$ cat src/rtl/clkdiv_ramp.sv
module clkdiv_ramp #(
  parameter int WORD_W     = 32,
  parameter int DIV_LSB    = 8,
  parameter int DIV_W      = 4,
  parameter int CFG_TARGET = 1,
  parameter int SETTLE_US  = 500
) (
  input  logic              clk,
  input  logic              rst_n,
  input  logic              start,
  input  logic [WORD_W-1:0] word_in,
  input  logic              tick_us,
  output logic [WORD_W-1:0] word_out,
  output logic              done
);
  localparam int CNT_W = $clog2(SETTLE_US + 1);
  localparam bit USE_CFG = (CFG_TARGET >= 1) && (CFG_TARGET <= 10);

  typedef enum logic [1:0] {S_IDLE, S_CHECK, S_SETTLE, S_DONE} st_t;

  st_t               state;
  logic [WORD_W-1:0] word_q;
  logic [CNT_W-1:0]  cnt;
  logic [DIV_W-1:0]  div_cur, tgt;
  logic              accept, busy;

  assign div_cur  = word_q[DIV_LSB +: DIV_W];
  assign tgt      = USE_CFG ? DIV_W'(CFG_TARGET) : word_q[DIV_W-1:0];
  assign accept   = start && (state == S_IDLE || state == S_DONE);
  assign busy     = (state == S_CHECK) || (state == S_SETTLE);
  assign word_out = word_q;
  assign done     = (state == S_DONE);

  always_ff @(posedge clk or negedge rst_n) begin
    if (!rst_n) begin
      state  <= S_IDLE;
      word_q <= '0;
      cnt    <= '0;
    end else begin
      case (state)
        S_IDLE, S_DONE: if (accept) begin
          word_q <= word_in;
          state  <= S_CHECK;
        end
        S_CHECK: if (tgt < div_cur) begin
          word_q[DIV_LSB +: DIV_W] <= div_cur - DIV_W'(1);
          cnt   <= '0;
          state <= S_SETTLE;
        end else begin
          state <= S_DONE;
        end
        S_SETTLE: if (tick_us) begin
          if (cnt == CNT_W'(SETTLE_US - 1)) begin
            cnt   <= '0;
            state <= S_CHECK;
          end else begin
            cnt <= cnt + CNT_W'(1);
          end
        end
        default: state <= S_IDLE;
      endcase
    end
  end

  assert_step_one_R3: assert property (@(posedge clk) disable iff (!rst_n)
    ($past(busy) && !$stable(word_q)) |->
      (div_cur == $past(div_cur) - DIV_W'(1)) &&
      ((word_q ^ $past(word_q)) & ~(WORD_W'((1 << DIV_W) - 1) << DIV_LSB)) == '0);

  assert_settle_hold_R4: assert property (@(posedge clk) disable iff (!rst_n)
    (state == S_SETTLE) |=> $stable(word_q));

  assert_cnt_range_R4: assert property (@(posedge clk) disable iff (!rst_n)
    cnt < CNT_W'(SETTLE_US));

  assert_no_overshoot_R5: assert property (@(posedge clk) disable iff (!rst_n)
    done |-> (div_cur <= tgt) || $past(div_cur <= tgt));

  assert_busy_ignores_R9: assert property (@(posedge clk) disable iff (!rst_n)
    ($past(busy) && $past(start)) |-> !$rose(done) || $past(state == S_CHECK));
endmodule

$ cat config.mk
export PLATFORM = sky130hd
export DESIGN_NAME = clkdiv_ramp
export DESIGN_NICKNAME = d
export VERILOG_FILES = /design/src/rtl/clkdiv_ramp.sv
export SDC_FILE = /design/constraint.sdc
export NUM_CORES = 1
export LEC_CHECK = 0
export BUFFER_PORTS_ARGS = -buffer_cell sky130_fd_sc_hd__buf_2
export CORE_UTILIZATION = 35
export CTS_BUF_LIST = sky130_fd_sc_hd__clkbuf_8
export DETAILED_ROUTE_END_ITERATION = 6
export PLACE_DENSITY_LB_ADDON = 0.2
export SLEW_MARGIN = 20
export SYNTH_ARGS = -nofsm -noshare
export SYNTH_HDL_FRONTEND = slang
export SYNTH_SLANG_ARGS = --single-unit
$ cat constraint.sdc
create_clock -name clk -period 5.2 [get_ports clk]
set_clock_uncertainty 0.05 [all_clocks]
set_input_delay 0.52 -clock clk [delete_from_list [all_inputs] [get_ports clk]]
set_output_delay 0.52 -clock clk [all_outputs]
set_load 0.01 [all_outputs]
## Yosys cells after proc, flatten, opt, wreduce, memory -nomap -nowiden

Cells that the tools add are included.

| word-level totals | value |
|---|---|
| register bits | 43 |
| input port bits | 36 |
| output and inout port bits | 33 |

| operators by class | value |
|---|---|
| order comparisons | 1 |
| reduce and logical (&&, ||, !) cells | 10 |
| muxes and demuxes | 12 |
| eq/ne operators | 8 |
| $add $sub $neg | 2 |

Operator list:

| operator | number |
|---|---|
| 2-to-1 mux 9 bit | 3 |
| case mux 9 bit (2 select lines) | 1 |
| 2-to-1 mux 12 bit | 1 |
| adder 9 x 1 -> 9 bit (second input constant) | 1 |
| == test 9 bit (second input constant) | 1 |
| AND reduction 3 bit | 3 |
| case mux 4 bit (2 select lines) | 1 |
| 2-to-1 mux 2 bit | 3 |
| case mux 2 bit (3 select lines) | 1 |
| == test 2 bit (second input constant) | 2 |
| < comparator 1 x 4 -> 1 bit (first input constant) | 1 |
| 2-to-1 mux 4 bit | 1 |
| inequality test 2 x 1 -> 1 bit (second input constant) | 2 |
| inequality test 2 bit (second input constant) | 2 |
| nonzero test 2 bit | 2 |
| subtractor 4 x 1 -> 4 bit (second input constant) | 1 |
| == test 2 x 1 -> 1 bit (second input constant) | 1 |
| zero test 2 bit | 1 |
| AND reduction 2 bit | 1 |
| OR reduction 2 bit | 1 |
| logical AND 1 bit | 1 |
| logical OR 1 bit | 1 |
| 2-to-1 mux 1 bit | 1 |

## Logic depth before layout (Yosys ltp)

Gate-level depths: netlist of run 1.

| depth | value |
|---|---|
| depth after elaboration | 5 |
| depth in mapped cells | 7 |
| mapped depth without buffers | 6 |

## Worst setup path after synthesis of run 1

OpenSTA, ideal clock, no wires.

| path | value |
|---|---|
| path kind | register to register |
| from | reg word_q[8] (netlist: word_out[8]) |
| to | reg cnt[6] |
| arrival time | 1821 ps |
| slack | 3251 ps |
| cell stages (with the launch flop) | 7 |
| cells stage by stage | dfrtp_1 -> inv_1 -> ha_1 -> or2_4 -> a31o_1 -> or4_1 -> a21oi_1 |

| on the way | value |
|---|---|
| cells in the longest elaborated chain, start to end | 3 |

Ends and longest elaborated chain:

| element | RTL line | text |
|---|---|---|
| start: declaration | 22 | `logic [WORD_W-1:0] word_q;` |
| start signal: assignment | 42 | `word_q <= word_in;` |
| start signal: indexed assignment | 46 | `word_q[DIV_LSB +: DIV_W] <= div_cur - DIV_W'(1);` |
| < comparator 1 x 4 -> 1 bit | 45 | `S_CHECK: if (tgt < div_cur) begin` |
| inequality test 2 x 1 -> 1 bit (no line) | n/a |  |
| AND reduction 3 bit (no line) | n/a |  |
| end signal: assignment | 57 | `cnt <= cnt + CNT_W'(1);` |
| end: declaration | 23 | `logic [CNT_W-1:0] cnt;` |

No other way between the ends.
A chain may end at the register's enable or synchronous reset.

## Worst setup path after layout of run 1

| path | value |
|---|---|
| from | reg state[1] |
| to | reg cnt[6] |

| on the way | value |
|---|---|
| cells in the longest elaborated chain, start to end | 3 |
| elaborated cells between the ends (all ways) | 7 |
| those cells by class | eq/ne (4); mux (1); reduce/logical (2) |

Ends and longest elaborated chain:

| element | RTL line | text |
|---|---|---|
| start: declaration | 21 | `st_t state;` |
| start signal: assignment | 36 | `state <= S_IDLE;` |
| start signal: assignment | 43 | `state <= S_CHECK;` |
| start signal: assignment | 48 | `state <= S_SETTLE;` |
| == test 2 x 1 -> 1 bit or == test 2 bit (tied branches) | 40 | `case (state)` |
| inequality test 2 x 1 -> 1 bit (no line), or another cell as far along | n/a |  |
| AND reduction 3 bit (no line) | n/a |  |

Parallel ways exist; a longest one is shown, timed or not.

==> results.cfg, run 1 <==
[synth]
syn_area_um2 = 1972
synthesis.nets = 203
synth-seq-cells = 43
yosys_warnings = 0
yosysSeqAreaShare_pct = 54.57
synth_cell_type_count = 37
synthCells = 161
avgSynthCellArea_um2 = 12.25

[clocking]
clock_sink_count = 43
cts_tree = yes
ctsResizeCount = 0
htree_levels = 2
cts.hold.buffers_added = 0
clk_latency_ns = 0.29
cts_buffer_depth = 2
clk_pin_slew_ns = 0.08
clock-root-buffer = clkbuf_8
postCtsSetupBuffers = 0
cts_made_buffers = 5

[grt]
antenna_found_initial = 0
grt_start_max_net_pins = 44
globalRouteOverflowTotal = 0
grt_pass1_wl_um = 7017
grt_pass1_vias = 1562
grt_usage_pct = 15.16

[cells_and_area]
finish.utilization_pct = 47.36
num_antenna_cells = 0
regArea_um2 = 1076
final_common_cell = buf_2
final_net_count = 275
area_growth_pct = 26.59
design_area_um2 = 2496
fill_cells = 504
final_layout_size_suffix_gt1_share_pct = 46.35
multiInputGateArea_um2 = 843.3
final_cell_mix = 68 x buf_2, 43 x dfrtp_1, 28 x mux2_2

[drt]
top_layer_used = met4
met2_length_um = 1958
met3_length_um = 189
vias_per_cell = 4.941
vias = 1497
avgRoutedWirePerCell_um = 13.25
drt-total-wl_um = 4015
wl_met1_um = 1792
drtPass1Iterations = 4
dr.first_iter.drc_count = 53
postRouteAntennaNets = 0
drc_errors = 0

[timing]
max_slew_margin_pct = 70.52
rsz0062_at_grt = no
drv_slew = 0
finalCritPeriodShare_pct = 41.75
setup_viol = 0
whs_ns = 0.1088
hold_viol = 0
max_slew.worst_pin.slew_ns = 0.4422
period_needed_ns = 2.171
maxClockFrequency_mhz = 460.6
final.setup.tns_ns = 0

[placement]
gp_congestion = 0.7208
detailed_place_hpwl_um = 2904
numPortBuffers = 68
placed_cell_area_um2 = 2389

[floorplan]
die_w_um = 77.06
rows = 26
num_io_pins = 69
fp.dieArea_um2 = 5938
die_h_um = 77.06
start_util_pct = 37.42
fp.coreArea_um2 = 5270

[critical_path]
cp.required_ns = 5.37
cp.arrival_ns = 2.34
critPathKind = reg2reg
critical_path.max_fanout = 14
rr_worst_depth = 6
crit_path_start_kind = flop
endpoint_kind = flop

[power_and_ir_drop]
max-vdd-ir-drop_uv = 290.1
p_per_area_nw_per_um2 = 601.7
leakage_nw = 1.193
total_power_mw = 1.502

[job]
drv_cap = 0

[hold_path]
hp-class = in2async

[outcome]
outcome = finished clean
-- power by group --
part | internal [mW] | leakage, nW | switching [mW]
Sequential | 0.479 | 0.524 | 0.0788
Clock | 0.104 | 0.0470 | 0.107
Combinational | 0.360 | 0.621 | 0.373
-- synthesized netlist by cell type --
cell	instances	area, um^2
ha_1	6	75.07
a22o_1	1	8.760
o31ai_1	2	15.01
nor2b_1	1	6.260
inv_1	9	33.78
nand2_1	4	15.01
or3_1	1	6.260
nor3_1	2	10.01
a32o_1	1	10.01
nor2_1	4	15.01
a21o_1	1	7.510
dfrtp_1	43	1076
or2_4	1	8.760
o31a_1	1	8.760
o21ba_2	1	10.01
and3_1	1	6.260
a21boi_0	1	7.510
clkbuf_1	5	18.77
o22ai_1	2	12.51
a21oi_1	10	50.05
a31oi_1	5	31.28
nand2b_1	3	18.77
a211oi_1	1	7.510
or4_1	2	15.01
o211ai_1	1	7.510
and4_1	1	8.760
a31o_2	1	8.760
nand4bb_1	1	11.26
and2_1	2	12.51
o21ai_0	5	25.02
o22a_1	2	17.52
a31o_1	1	8.760
nor3b_1	1	7.510
nand3_1	2	10.01
mux2i_1	4	40.04
mux2_2	28	315.3
nand4_1	4	25.02
-- through the flow --
stage	setup slack [ns]	std cells
after detailed placement	3.029	295
after CTS	3.028	302
final	3.029	303
after global placement	3.112	295
after floorplan	3.251	161
after global routing	2.866	303
-- state kept, by name, indices dropped and copies added, names as in the netlist --
register  count
word_out     32
cnt           9
state         2
-- final timing paths --
check	start	to	slack [ns]
max in group asynchronous	rst_n	word_out[0]$_DFFE_PN0P_	4.51
worst min-delay path	rst_n	cnt[6]$_DFFE_PN0P_	0.11
worst min register to register	word_out[4]$_DFFE_PN0P_	word_out[4]$_DFFE_PN0P_	0.45
min in group clk	word_in[4]	word_out[4]$_DFFE_PN0P_	0.40
worst max-delay path	state[1]$_DFFE_PN0P_	cnt[6]$_DFFE_PN0P_	3.03
worst max register to register	state[1]$_DFFE_PN0P_	cnt[6]$_DFFE_PN0P_	3.03
-- critical path: stages (launching register included) --
cell	delay [ns]
dfrtp_1	0.40
inv_1	0.08
ha_1	0.43
nor2_1	0.12
a31o_1	0.34
or4_1	0.54
a21oi_1	0.15
-- metal layers --
layer | vias to the layer above | global-route usage, %
met5 | - | 0
met4 | 0 | 7.358
met3 | 7 | 4.167
met2 | 39 | 25.45
met1 | 719 | 17.84
li1 | 732 | -
-- cell type report --
cell class / count / area share (%)
flip-flops and latches: 43 / 43.11
multi-input cells: 104 / 33.78
repair buffers: 70 / 14.74
well taps: 70 / 3.509
clock buffers: 6 / 3.308
inverters: 9 / 1.353
clock inverters: 1 / 0.2005
-- kinds of logic (layout without fill, tap and decap cells) --
group	after synthesis	count (layout)	share of synthesized area, %
mux	32	32	18.02
compound gates	36	36	11.99
flops	43	43	54.57
fa+ha+maj	6	6	3.807
buf+inv	14	86	2.665
simple gates	30	30	8.947
No activity file was read; power rests on OpenSTA's default activity.
==> run 2, diff against run 1 <==
--- a/config.mk
+++ b/config.mk
@@ -5,6 +5,7 @@
 export SDC_FILE = /design/constraint.sdc
 export NUM_CORES = 1
 export LEC_CHECK = 0
+export ABC_AREA = 1
 export BUFFER_PORTS_ARGS = -buffer_cell sky130_fd_sc_hd__buf_2
 export CORE_UTILIZATION = 35
 export CTS_BUF_LIST = sky130_fd_sc_hd__clkbuf_8
==> constraint.sdc (replaced) <==
create_clock -name clk -period 2.1 [get_ports clk]
set_clock_uncertainty 0.05 [all_clocks]
set_input_delay 0.21 -clock clk [delete_from_list [all_inputs] [get_ports clk]]
set_output_delay 0.21 -clock clk [all_outputs]
set_load 0.01 [all_outputs]
==> run 2 against run 1 <==
Against the previous run: first-iteration DRC count grew 36%; fmax increased by 26%; cell area grew 4.5%; critical path type unchanged; largest power group unchanged.
==> results.cfg, run 2 <==
[timing]
drv_slew = 0
rsz0062_at_grt = no
finalCritPeriodShare_pct = 82.32
hold_viol = 0
max_slew.worst_pin.slew_ns = 0.5516
maxClockFrequency_mhz = 578.5
max_slew_margin_pct = 63.22
setup_viol = 0
final.setup.tns_ns = 0
period_needed_ns = 1.729
whs_ns = 0.05103

[floorplan]
rows = 27
die_w_um = 79.45
fp.coreArea_um2 = 5642
start_util_pct = 37.21
fp.dieArea_um2 = 6312
num_io_pins = 69
die_h_um = 79.45

[placement]
detailed_place_hpwl_um = 3179
placed_cell_area_um2 = 2514
numPortBuffers = 68
dp_cells = 405
gp_congestion = 0.7785

[synth]
synthCells = 269
ys.flop_type = dfrtp_1
syn_area_um2 = 2100
avgSynthCellArea_um2 = 7.805
synthesis.nets = 311
yosys.area.top_type = dfrtp_1
synthTopCellsByArea = dfrtp_1 51%, nand2_1 23%, inv_1 3.9%, ha_1 3.6%, nor2_1 3.0%
ys_async_sr_fraction_pct = 100.0
synth-seq-cells = 43
yosysMostFrequentCell = nand2_1
yosysSeqAreaShare_pct = 51.25
synth_top_area_share_pct = 51.25
synthTopCellsByCount = 130 x nand2_1, 43 x dfrtp_1, 22 x inv_1
synth_cell_type_count = 22
synth_edf_count = 0
yosys_warnings = 0

[critical_path]
r2r_setup_slack_ns = 0.37
crit_path_start_kind = flop
critical_path.max_fanout = 12
cp.arrival_ns = 1.90
critPathKind = reg2reg
endpoint_kind = flop
cp.required_ns = 2.28

[grt]
antenna_found_initial = 0
globalRouteOverflowTotal = 0
grt_usage_pct = 15.71
grt_start_max_net_pins = 44
grt_pass1_wl_um = 7700
grt_pass1_vias = 1691

[clocking]
clk_latency_ns = 0.29
clk_pin_slew_ns = 0.08
htree_levels = 2
clock_sink_count = 43
cts_buffer_depth = 2
clock-root-buffer = clkbuf_8
cts_tree = yes
postCtsSetupBuffers = 0
cts_made_buffers = 5

[power_and_ir_drop]
p_per_area_nw_per_um2 = 1396
p_comb_share_pct = 48.7
sw_frac_of_total_pct = 43.91
p_switching_mw = 1.599
seq_power_share_pct = 37.2
leakage_nw = 1.496
p_int_mw = 2.043
clockPowerShare_pct = 14.1
max-vdd-ir-drop_uv = 672.8

[drt]
postRouteAntennaNets = 0
drt-total-wl_um = 4458
drtPass1Iterations = 4
dr.first_iter.drc_count = 72
vias = 1813
avgRoutedWirePerCell_um = 10.77
vias_per_cell = 4.379
drc_errors = 0

[cells_and_area]
finish.utilization_pct = 46.24
num_antenna_cells = 0
final_net_count = 383
fin_cells = 414
design_area_um2 = 2609
final_layout_size_suffix_gt1_share_pct = 25.44
final_common_cell = nand2_1
final_cell_mix = 130 x nand2_1, 68 x buf_2, 43 x dfrtp_1
area_growth_pct = 24.25
largest_reg_flops = 32

[hold_path]
hp-class = in2reg

[outcome]
outcome = finished clean

[job]
drv_cap = 0
-- run 2: cell count changes after synthesis, moves of 7 or more --
cell     delta
mux2_2     -28
inv_1      +13
a21oi_1     -8
nor2_1     +13
nand2_1   +126
nand3_1     +8
o21ai_0     +7
-- run 2: cells by family after synthesis --
family | Yosys count | share of synthesized area (%)
and+or+nand+nor | 169 | 33.55
DFF | 43 | 51.25
xor gates and xnor gates | 3 | 1.252
AOI/OAI and AO/OA | 16 | 3.874
buffers and inverters | 32 | 6.496
adders and majority gates | 6 | 3.576
-- run 2: timing repair --
| action | CTS | global route |
|---|---|---|
| endpoints found under the hold margin | 43 | 0 |
| resized for setup | 0 | 0 |
| endpoints found under the setup margin | 0 | 0 |
| hold buffers | 1 | 0 |
-- run 2: worst paths after layout --
| path | cells past startpoint | to | start |
|---|---|---|---|
| min in group asynchronous | 3 | word_out[10]$_DFFE_PN0P_ | rst_n |
| max in group asynchronous | 3 | word_out[19]$_DFFE_PN0P_ | rst_n |
| min reg2reg | 2 | word_out[16]$_DFFE_PN0P_ | word_out[16]$_DFFE_PN0P_ |
| min | 3 | word_out[30]$_DFFE_PN0P_ | word_in[30] |
| max | 10 | cnt[5]$_DFFE_PN0P_ | state[0]$_DFFE_PN0P_ |
| max reg2reg | 10 | cnt[5]$_DFFE_PN0P_ | state[0]$_DFFE_PN0P_ |
-- run 2: through the flow --
step | worst slack, ns | total power [mW]
3_5_place_dp | 0.3756 | 3.180
3_3_place_gp | 0.4201 | 3.140
5_1_grt | 0.1515 | 4.010
4_1_cts | 0.3555 | 3.708
2_1_floorplan | 0.5891 | 2.609
6_report | 0.3713 | 3.641
-- run 2: layout make-up --
class	instances	area (um^2)
clock buffers	5	68.82
well taps	72	90.09
repair buffers	73	380.4
multi-input cells	194	887.1
inverters	24	90.09
fillers	561	3033
flip-flops and latches	43	1076
clock inverters	3	16.27
-- run 2: critical path, cell delays in order, from the launching register on --
cell and delay (ns):
dfrtp_1 0.42, inv_1 0.07, ha_1 0.32, inv_2 0.06, nor2_1 0.17, nor2_4 0.08, nand2_4 0.14, inv_1 0.07
nand2_1 0.12, nand2_1 0.07, nor2_1 0.08
-- run 2: layer usage --
metal | global-route usage (%) | part of all wire (%)
met5 | 0 | 0
met4 | 5.455 | 1.5
met1 | 20.22 | 48
met3 | 4.343 | 4.9
met2 | 25.21 | 45
-- run 2: power groups by stage --
stage	Clock (mW)	Combinational (mW)	Sequential [mW]
detailed placement	0	1.82	1.36
finish	0.512	1.77	1.35
global placement	0	1.78	1.36
floorplan	0	1.11	1.50
global route	0.567	2.04	1.40
CTS	0.538	1.82	1.35
